===== config.mk =====
export PLATFORM = sky130hd
export DESIGN_NAME = bus_xcvr_reg
export DESIGN_NICKNAME = d
export VERILOG_FILES = /design/src/rtl/xcvr_pkg.sv /design/src/rtl/xcvr_edge_sync.sv /design/src/rtl/xcvr_slice.sv /design/src/rtl/bus_xcvr_reg.sv
export SDC_FILE = /design/constraint.sdc
export NUM_CORES = 1
export LEC_CHECK = 0
export BUFFER_PORTS_ARGS = -buffer_cell sky130_fd_sc_hd__buf_2
export CORE_ASPECT_RATIO = 0.8
export CORE_UTILIZATION = 50
export DETAILED_ROUTE_END_ITERATION = 6
export PLACE_DENSITY = 0.76
export SETUP_SLACK_MARGIN = 0.4
export SYNTH_ARGS = -nofsm -noshare
export SYNTH_HDL_FRONTEND = slang
export SYNTH_SLANG_ARGS = --single-unit

===== constraint.sdc =====
create_clock -name clk -period 1.68 [get_ports clk]
set_input_delay 0.084 -clock clk [delete_from_list [all_inputs] [get_ports clk]]
set_output_delay 0.084 -clock clk [all_outputs]
set_load 0.005 [all_outputs]

===== src/rtl/xcvr_pkg.sv =====
package xcvr_pkg;

    typedef enum logic {
        SRC_LIVE   = 1'b0,
        SRC_STORED = 1'b1
    } src_e;

    function automatic logic [63:0] resolve_line(
        input logic [63:0] ext_val,
        input logic [63:0] ext_drv,
        input logic [63:0] own_val,
        input logic        own_oe,
        input logic [63:0] held_val
    );
        logic [63:0] internal;
        internal = own_oe ? own_val : held_val;
        return (ext_drv & ext_val) | (~ext_drv & internal);
    endfunction

endpackage


===== src/rtl/xcvr_edge_sync.sv =====
module xcvr_edge_sync #(
    parameter int STAGES = 2
) (
    input  logic clk,
    input  logic rst_n,
    input  logic async_i,
    output logic rise_o
);
    localparam int LAST = STAGES - 1;

    typedef struct packed {
        logic [STAGES-1:0] chain;
        logic              prev;
    } sync_st_t;

    sync_st_t st_d, st_q;

    always_comb begin
        st_d = st_q;
        st_d.chain[0] = async_i;
        for (int i = 1; i < STAGES; i++) begin
            st_d.chain[i] = st_q.chain[i-1];
        end
        st_d.prev = st_q.chain[LAST];
    end

    always_ff @(posedge clk or negedge rst_n) begin
        if (!rst_n) begin
            st_q <= '0;
        end else begin
            st_q <= st_d;
        end
    end

    assign rise_o = st_q.chain[LAST] & ~st_q.prev;

endmodule


===== src/rtl/xcvr_slice.sv =====
module xcvr_slice
    import xcvr_pkg::*;
#(
    parameter int W           = 8,
    parameter int SYNC_STAGES = 2
) (
    input  logic         clk,
    input  logic         rst_n,
    input  logic [W-1:0] a_in,
    input  logic [W-1:0] a_drv,
    input  logic [W-1:0] b_in,
    input  logic [W-1:0] b_drv,
    input  logic         ld_a_clk,
    input  logic         ld_b_clk,
    input  logic         src_ab,
    input  logic         src_ba,
    input  logic         en_ab,
    input  logic         en_ba_n,
    output logic [W-1:0] a_out,
    output logic         a_oe,
    output logic [W-1:0] b_out,
    output logic         b_oe
);
    localparam int PADW = 64 - W;

    typedef struct packed {
        logic [W-1:0] snap_a;
        logic [W-1:0] snap_b;
        logic [W-1:0] hold_a;
        logic [W-1:0] hold_b;
        logic [W-1:0] drv_a;
        logic [W-1:0] drv_b;
        logic         oe_a;
        logic         oe_b;
    } slice_st_t;

    slice_st_t st_d, st_q;
    logic      rise_a, rise_b;
    logic [W-1:0] view_a, view_b;
    logic [63:0]  view_a_w, view_b_w;

    xcvr_edge_sync #(.STAGES(SYNC_STAGES)) sync_a_i (
        .clk     (clk),
        .rst_n   (rst_n),
        .async_i (ld_a_clk),
        .rise_o  (rise_a)
    );

    xcvr_edge_sync #(.STAGES(SYNC_STAGES)) sync_b_i (
        .clk     (clk),
        .rst_n   (rst_n),
        .async_i (ld_b_clk),
        .rise_o  (rise_b)
    );

    always_comb begin
        view_a_w = resolve_line({{PADW{1'b0}}, a_in}, {{PADW{1'b0}}, a_drv},
                                {{PADW{1'b0}}, st_q.drv_a}, st_q.oe_a,
                                {{PADW{1'b0}}, st_q.hold_a});
        view_b_w = resolve_line({{PADW{1'b0}}, b_in}, {{PADW{1'b0}}, b_drv},
                                {{PADW{1'b0}}, st_q.drv_b}, st_q.oe_b,
                                {{PADW{1'b0}}, st_q.hold_b});
        view_a = view_a_w[W-1:0];
        view_b = view_b_w[W-1:0];
    end

    always_comb begin
        st_d = st_q;
        if (rise_a) begin
            st_d.snap_a = view_a;
        end
        if (rise_b) begin
            st_d.snap_b = view_b;
        end
        st_d.hold_a = view_a;
        st_d.hold_b = view_b;
        st_d.drv_b  = (src_e'(src_ab) == SRC_STORED) ? st_q.snap_a : view_a;
        st_d.drv_a  = (src_e'(src_ba) == SRC_STORED) ? st_q.snap_b : view_b;
        st_d.oe_b   = en_ab;
        st_d.oe_a   = ~en_ba_n;
    end

    always_ff @(posedge clk or negedge rst_n) begin
        if (!rst_n) begin
            st_q <= '0;
        end else begin
            st_q <= st_d;
        end
    end

    assign a_out = st_q.drv_a;
    assign a_oe  = st_q.oe_a;
    assign b_out = st_q.drv_b;
    assign b_oe  = st_q.oe_b;

endmodule


===== src/rtl/bus_xcvr_reg.sv =====
module bus_xcvr_reg #(
    parameter int HALF_W      = 8,
    parameter int NUM_HALVES  = 2,
    parameter int SYNC_STAGES = 2,
    localparam int BUS_W      = HALF_W * NUM_HALVES
) (
    input  logic                  clk,
    input  logic                  rst_n,
    input  logic [BUS_W-1:0]      a_in,
    input  logic [BUS_W-1:0]      a_drv,
    output logic [BUS_W-1:0]      a_out,
    output logic [BUS_W-1:0]      a_oe,
    input  logic [BUS_W-1:0]      b_in,
    input  logic [BUS_W-1:0]      b_drv,
    output logic [BUS_W-1:0]      b_out,
    output logic [BUS_W-1:0]      b_oe,
    input  logic [NUM_HALVES-1:0] ld_a_clk,
    input  logic [NUM_HALVES-1:0] ld_b_clk,
    input  logic [NUM_HALVES-1:0] src_ab,
    input  logic [NUM_HALVES-1:0] src_ba,
    input  logic [NUM_HALVES-1:0] en_ab,
    input  logic [NUM_HALVES-1:0] en_ba_n
);

    for (genvar g = 0; g < NUM_HALVES; g++) begin : g_slice
        logic a_oe_s, b_oe_s;

        xcvr_slice #(
            .W           (HALF_W),
            .SYNC_STAGES (SYNC_STAGES)
        ) slice_i (
            .clk      (clk),
            .rst_n    (rst_n),
            .a_in     (a_in [g*HALF_W +: HALF_W]),
            .a_drv    (a_drv[g*HALF_W +: HALF_W]),
            .b_in     (b_in [g*HALF_W +: HALF_W]),
            .b_drv    (b_drv[g*HALF_W +: HALF_W]),
            .ld_a_clk (ld_a_clk[g]),
            .ld_b_clk (ld_b_clk[g]),
            .src_ab   (src_ab[g]),
            .src_ba   (src_ba[g]),
            .en_ab    (en_ab[g]),
            .en_ba_n  (en_ba_n[g]),
            .a_out    (a_out[g*HALF_W +: HALF_W]),
            .a_oe     (a_oe_s),
            .b_out    (b_out[g*HALF_W +: HALF_W]),
            .b_oe     (b_oe_s)
        );

        assign a_oe[g*HALF_W +: HALF_W] = {HALF_W{a_oe_s}};
        assign b_oe[g*HALF_W +: HALF_W] = {HALF_W{b_oe_s}};
    end

endmodule


==> results of run 1 <==
[per-layer routing]
layer / GRT usage [%] / vias to the layer above / wire length [µm]
met5: 0 / - / 0
met4: 3.80 / 0 / 66
met3: 5.03 / 5 / 366
met2: 34.6 / 81 / 5240
met1: 24.7 / 1587 / 4460
li1: - / 1572 / -
[cells in the mapped netlist, drive strengths merged]
library cell | count | area share [%]
mux2 | 32 | 9.1
buf | 74 | 10
nand2b | 4 | 0.47
mux2i | 32 | 14
o21ai | 64 | 6.3
nand2 | 64 | 4.5
dfrtp | 112 | 53
inv | 34 | 2.4
clkbuf | 2 | 0.14
[logic make-up (layout without fill, tap and decap cells)]
group | after synthesis | after routing | share of synthesized area, %
flops | 112 | 112 | 53.0
buf+inv | 110 | 256 | 13.0
simple gates | 68 | 68 | 5.01
compound gates | 64 | 64 | 6.34
mux | 64 | 64 | 22.7
[power by group through the flow]
stage / Clock, mW / Sequential, mW / Combinational [mW]
6_report: 2.43 / 3.26 / 1.39
5_1_grt: 2.57 / 3.30 / 1.53
4_1_cts: 2.47 / 3.27 / 1.35
3_5_place_dp: 0 / 3.32 / 1.23
3_3_place_gp: 0 / 3.30 / 1.19
2_1_floorplan: 0 / 3.24 / 1.02
[sequential cells by signal, summed over array words and instances (netlist names)]
name and flops:
g_slice.slice_i.b_oe 2, g_slice.slice_i.sync_b_i.st_d 4, g_slice.slice_i.a_out 16, g_slice.slice_i.b_out 16
g_slice.slice_i.sync_b_i.st_q 2, g_slice.slice_i.a_oe 2, g_slice.slice_i.sync_a_i.st_d 4, g_slice.slice_i.sync_a_i.st_q 2
g_slice.slice_i.st_q 64
[cell type report]
cell class                 count  area (µm²)  area share, %
clock inverter                 5         105           1.58
tap                          140         175           2.63
sequential                   112        2820           42.2
clock buffer                  10         239           3.58
multi-input combinational    196        1830           27.4
timing repair buffer         207        1380           20.7
inverter                      34         128           1.91
[final timing paths]
| kind | start | end | slack [ns] | depth (start not counted) |
|---|---|---|---|---|
| hold / removal | a_in[9] | g_slice[1].slice_i.st_q[27] | 0.004 | 3 |
| min in group asynchronous | rst_n | g_slice[0].slice_i.st_q[25] | 0.37 | 3 |
| hold reg to reg | g_slice[1].slice_i.sync_a_i.st_d[2] | g_slice[1].slice_i.sync_a_i.st_d[0] | 0.34 | 0 |
| setup reg to reg | g_slice[0].slice_i.b_oe | g_slice[0].slice_i.st_q[41] | 0.32 | 3 |
| max in group asynchronous | rst_n | g_slice[1].slice_i.a_oe | 0.83 | 3 |
| setup / recovery | g_slice[0].slice_i.b_oe | g_slice[0].slice_i.st_q[41] | 0.32 | 3 |
[worst max-delay path: cells and delay by family, from the launching register on]
kind           cells  cell delay (ns)
AO/OA/AOI/OAI      1             0.11
multiplexers       2             0.53
flip-flops         1             0.58
[stage by stage]
| stage | util (%) | power (mW) | hold slack [ns] | setup slack [ns] | area, µm² |
|---|---|---|---|---|---|
| floorplan | - | 4.25 | -0.212 | 0.418 | 5300 |
| global placement | 54.9 | 4.49 | 0.193 | 0.322 | 5640 |
| detailed placement | 54.9 | 4.55 | 0.194 | 0.272 | 5640 |
| CTS | 64.0 | 7.09 | 0.000812 | 0.324 | 6580 |
| global route | 64.9 | 7.40 | 0.00726 | 0.262 | 6670 |
| finish | 64.9 | 7.07 | 0.00400 | 0.317 | 6670 |
[what timing repair did]
action / in CTS / in global routing
setup buffers: 4 / 5
endpoints found under the hold margin: 147 / 0
hold buffers: 56 / 0
setup endpoints to repair: 95 / 112
gates resized for setup: 4 / 15
cloned: 0 / 0
pin swaps: 0 / 14
==> qor.csv, run 1 <==
stage;metric;value;unit
status;outcome;complete, no violations;
placement;dp_hpwl;6600;µm
min_path;min-delay-path-class;input pin to flop;
cts;root_buffer;clkbuf_16;
power;seqPwrFrac;46.1;%
power;powerDensity;1060;mW/mm²
cts;cts.htree.levels;3;
synth;syn_inst;418;
sta;tightest_slew;0.622;ns
sta;period_needed;1.36;ns
global_routing;grt_pass1_vias;3264;
detailed_routing;wirelength;10100;µm
detailed_routing;drcViolationCount;0;
placement;numPortBuffers;141;
synth;yosysWarnings;0;
setup_path;path_class;flop to flop;
sta;setup-tns-final;0;ns
layout;drive_gt1_share;43.4;%
power;swShare;24.8;%
power;leakagePower;3.24;nW
run;drv_cap;0;
synth;syn-num-nets;496;
synth;syn-mean-instance-area;12.7;µm²
sta;max_freq;734;MHz
detailed_routing;first_pass_iters;4;
floorplanning;die_w;117;µm
setup_path;cp_slowest_cell;dfrtp_4;
layout;area_growth;26.0;%
detailed_routing;post_drt_wl_per_cell;14.4;µm
placement;gp_congestion;0.724;
layout;fin_nets;638;
setup_path;cp.arrival;1.57;ns
synth;ys_seq_area_share;53.0;%
power;power_frac_comb;19.6;%
layout;fillerInstances;752;
synth;netlist_area;0.00529;mm²
global_routing;grt_overflow_total;0;
layout;final_cell_mix;buf_2 (142), dfrtp_1 (108), nand2_1 (64), dlygate4sd3_1 (56), o21ai_1 (54);
global_routing;grt_pass1_wl;16100;µm
detailed_routing;via_per_inst;4.61;
detailed_routing;detail-route-antenna-nets;0;
global_routing;grt_max_degree;113;
layout;antenna_cells;0;
placement;place_inst;624;
cts;numCtsBuffers;9;
setup_path;crit_fanout;11;
power;switchingPower;1.75;mW
sta;rsz0062_at_grt;yes;
floorplanning;die_h;94.0;µm
global_routing;antenna_found_initial;0;
layout;final_common_cell;buf_2;
synth;netlist-cell-type-count;14;
setup_path;setup.worst_path.end_class;flop;
sta;hold_viol;0;
floorplanning;die_area;0.0110;mm²
floorplanning;boundaryPins;142;
floorplanning;core-area;0.0103;mm²
sta;skew;0.00784;ns
detailed_routing;vias;3245;
setup_path;worstSetupStartpointType;flop;
floorplanning;start_util;51.5;%
cts;numClockSinks;112;
sta;setup_violations;0;
cts;cts_tree;built;
global_routing;track_usage;19.7;%
setup_path;cp.required;1.89;ns
synth;ys_ff_latch;112;
sta;timing.final.crit_share;81.1;%
sta;relSlewSlack;58.5;%
detailed_routing;drt_iter0_drc;102;
setup_path;crit_chain;mux2_4 > mux2i_4 > o21ai_1;
power;power.ir.vdd_worst;0.540;mV
power;p_int;5.31;mW
cts;clk_pin_slew;0.07;ns
floorplanning;rows;33;
sta;slew_violations;0;
layout;final_cells;704;
setup_path;max_stage_delay;0.58;ns
cts;cts.path.max_buffers;2;
cts;clk_latency;0.34;ns
power;clkPwrFrac;34.3;%
No activity file was read; power rests on OpenSTA's default activity.
==> run 2, diff against run 1 <==
Settings changed: ABC_AREA set to 1.
Clock period 1.68 ns to 1.37 ns, I/O delays scaled along.
==> run 2 against run 1 <==
Compared with the run above: worst hold slack improved by 0.034 ns; clock-buffer cell count is the same; final cell count up 22%; worst setup slack got worse by 0.13 ns; synthesized cell count increased by 41%; critical path depth is 1 lower; first-iteration DRC count rose to 2.6 times the previous value; design area rose by 6.9%; power up 18%; sequential cell count stayed put; critical path type is now flop to primary output; largest power group unchanged; highest routed layer unchanged.
==> qor.csv, run 2 <==
stage;metric;value;unit
setup_path;path_class;flop to primary output;
power;leakagePower;3.74;nW
detailed_routing;first_pass_iters;5;
global_routing;grt_pass1_wl;20500;µm
layout;drive_gt1_share;47.5;%
setup_path;crit_family;flip-flops;
floorplanning;die_w;119;µm
synth;syn-mean-instance-area;9.26;µm²
layout;design_area;0.00713;mm²
placement;numPortBuffers;141;
synth;async_flop_share;100;%
sta;hold_viol;0;
placement;gp_congestion;0.902;
global_routing;grt_overflow_total;0;
global_routing;grt_max_degree;35;
floorplanning;boundaryPins;142;
synth;ys_ff_latch;112;
synth;syn-num-nets;668;
layout;final_common_cell;nand2_1;
cts;numClockSinks;112;
layout;largest_reg_flops;64;
detailed_routing;drcViolationCount;0;
synth;synth_edf_count;0;
sta;setup_violations;0;
synth;synth-main-ff-cell;dfrtp_1;
sta;setup-tns-final;0;ns
detailed_routing;vias;4280;
floorplanning;die_h;95.5;µm
global_routing;globalRouteMet2Util;39.7;%
sta;max_freq;844;MHz
power;totalPowerFinal;8.33;mW
global_routing;track_usage;24.0;%
global_routing;grt_pass1_vias;4221;
detailed_routing;post_drt_wl_per_cell;16.1;µm
sta;rsz0062_at_grt;yes;
cts;root_buffer;clkbuf_16;
synth;yosysWarnings;0;
layout;fillerInstances;787;
floorplanning;core-area;0.0104;mm²
floorplanning;die_area;0.0113;mm²
sta;skew;0.00690;ns
cts;numCtsBuffers;9;
cts;cts_tree;built;
synth;yosys-top-cells-count;nand2_1 (160), dfrtp_1 (112), buf_4 (64), nand3_1 (64), inv_1 (42);
setup_path;crit_fanout;5;
detailed_routing;drt_iter0_drc;265;
synth;ys_seq_area_share;51.3;%
sta;tightest_slew;0.467;ns
detailed_routing;wirelength;13800;µm
setup_path;cp.arrival;1.12;ns
cts;clk_pin_slew;0.08;ns
global_routing;use_met1;31.7;%
cts;cts.htree.levels;3;
synth;syn_inst;590;
power;power.ir.vdd_worst;0.667;mV
run;drv_cap;0;
power;powerDensity;1170;mW/mm²
setup_path;cp_slowest_cell;dfrtp_2;
setup_path;max_stage_delay;0.47;ns
placement;dpl-instance-area;0.00589;mm²
detailed_routing;detail-route-antenna-nets;0;
cts;cts.path.max_buffers;2;
global_routing;use_met3;5.38;%
setup_path;setup.worst_path.end_class;primary output;
setup_path;critical_path_buf_inv_count;2;
global_routing;grt_busiest_layer;met2;
status;outcome;complete, no violations;
min_path;min-delay-path-class;input pin to flop;
layout;antenna_cells;0;
setup_path;cp.required;1.30;ns
sta;period_needed;1.18;ns
sta;slew_violations;0;
global_routing;antenna_found_initial;0;
floorplanning;start_util;52.3;%
detailed_routing;via_per_inst;4.98;
synth;synth.most_common_cell;nand2_1;
synth;netlist_area;0.00546;mm²
placement;dp_hpwl;9000;µm
synth;ys_top_cells_by_area;dfrtp_1 (51%), nand2_1 (11%), buf_4 (8.8%), nand3_1 (5.9%), nand3_2 (5.9%);
layout;final_cell_mix;nand2_1 (137), buf_2 (132), dfrtp_1 (106), nand3_2 (44), inv_1 (42);
synth;netlist-cell-type-count;15;
setup_path;worstSetupStartpointType;flop;
setup_path;crit_chain;buf_12 > buf_2;
sta;timing.final.crit_share;86.5;%
layout;regMostFlops;g_slice.slice_i.st_q;
floorplanning;rows;33;
synth;synth.largest_area_cell;dfrtp_1;
layout;area_growth;30.5;%
sta;relSlewSlack;68.9;%
synth;synth.top_cell.area_share;51.3;%
cts;clk_latency;0.35;ns
layout;fin_nets;793;
[run 2: cell types whose count changed after synthesis, moves of 30 or more]
cell | previous run | this run
nand2_1 | 64 | 160
nand3_1 | 0 | 64
o21ai_1 | 58 | 0
and2_1 | 0 | 32
mux2_4 | 32 | 0
mux2i_4 | 32 | 0
nand3_2 | 0 | 32
or2_1 | 0 | 32
nand2_2 | 0 | 30
[run 2: worst paths after layout]
check / from / to / slack [ns] / depth (start not counted)
min in group asynchronous: rst_n / g_slice[1].slice_i.st_q[24] / 0.21 / 2
hold / removal: src_ba[0] / g_slice[0].slice_i.a_out[7] / 0.04 / 3
hold reg to reg: g_slice[1].slice_i.sync_a_i.st_d[2] / g_slice[1].slice_i.sync_a_i.st_d[0] / 0.35 / 0
max in group asynchronous: rst_n / g_slice[0].slice_i.a_out[7] / 0.54 / 3
setup / recovery: g_slice[0].slice_i.b_oe / b_oe[2] / 0.19 / 2
setup reg to reg: g_slice[0].slice_i.b_oe / g_slice[0].slice_i.a_out[1] / 0.19 / 6
[run 2: repair_timing]
action | in CTS | in global routing
hold endpoints to repair | 36 | 0
cloned | 0 | 1
buffers inserted | 19 | 8
endpoints found under the setup margin | 138 | 151
hold buffers | 9 | 0
pin swaps | 12 | 15
resized for setup | 57 | 68
[run 2: logic make-up (layout without fill, tap and decap cells)]
| logic type | count (synthesis) | in the layout | share of synthesized area, % |
|---|---|---|---|
| flip-flops | 112 | 112 | 51.3 |
| buffers and inverters | 122 | 252 | 14.0 |
| AND/OR/NAND/NOR | 356 | 356 | 34.7 |
[run 2: worst register-to-register path, cell delays in order, from the launching register on]
cell and delay (ns):
dfrtp_2 0.45, buf_12 0.16, clkinv_16 0.09, nand2_4 0.09, nand3_4 0.09, nand3_2 0.10, nand2_2 0.09
[run 2: area by class of cell]
| type | instances | area (µm²) | share of cell area [%] |
|---|---|---|---|
| Tap cell | 140 | 175 | 2.46 |
| Clock inverter | 6 | 67.6 | 0.948 |
| Multi-Input combinational cell | 356 | 2360 | 33.2 |
| Sequential cell | 112 | 2820 | 39.5 |
| Inverter | 50 | 241 | 3.39 |
| Timing Repair Buffer | 186 | 1230 | 17.2 |
| Clock buffer | 10 | 239 | 3.35 |
[run 2: through the flow]
| step | hold WS, ns | worst slack (ns) | utilization, % | instances |
|---|---|---|---|---|
| 2_1_floorplan | -0.227 | 0.390 | - | 590 |
| 3_3_place_gp | 0.0623 | 0.283 | 56.4 | 807 |
| 3_5_place_dp | 0.0565 | 0.247 | 56.4 | 807 |
| 4_1_cts | 0.0267 | 0.239 | 64.4 | 851 |
| 5_1_grt | 0.0441 | 0.159 | 68.2 | 860 |
| 6_report | 0.0382 | 0.185 | 68.2 | 860 |
[run 2: routing by layer]
| metal | wire [µm] | up-vias |
|---|---|---|
| li1 | - | 2015 |
| met5 | 0 | - |
| met2 | 6940 | 149 |
| met4 | 261 | 0 |
| met1 | 6000 | 2090 |
| met3 | 639 | 26 |
[run 2: power by group]
group / leakage, nW / switching [mW] / internal, mW / total [mW]
logic: 2.27 / 0.889 / 0.783 / 1.67
registers: 1.32 / 0.269 / 3.70 / 3.96
clock network: 0.145 / 1.22 / 1.48 / 2.69
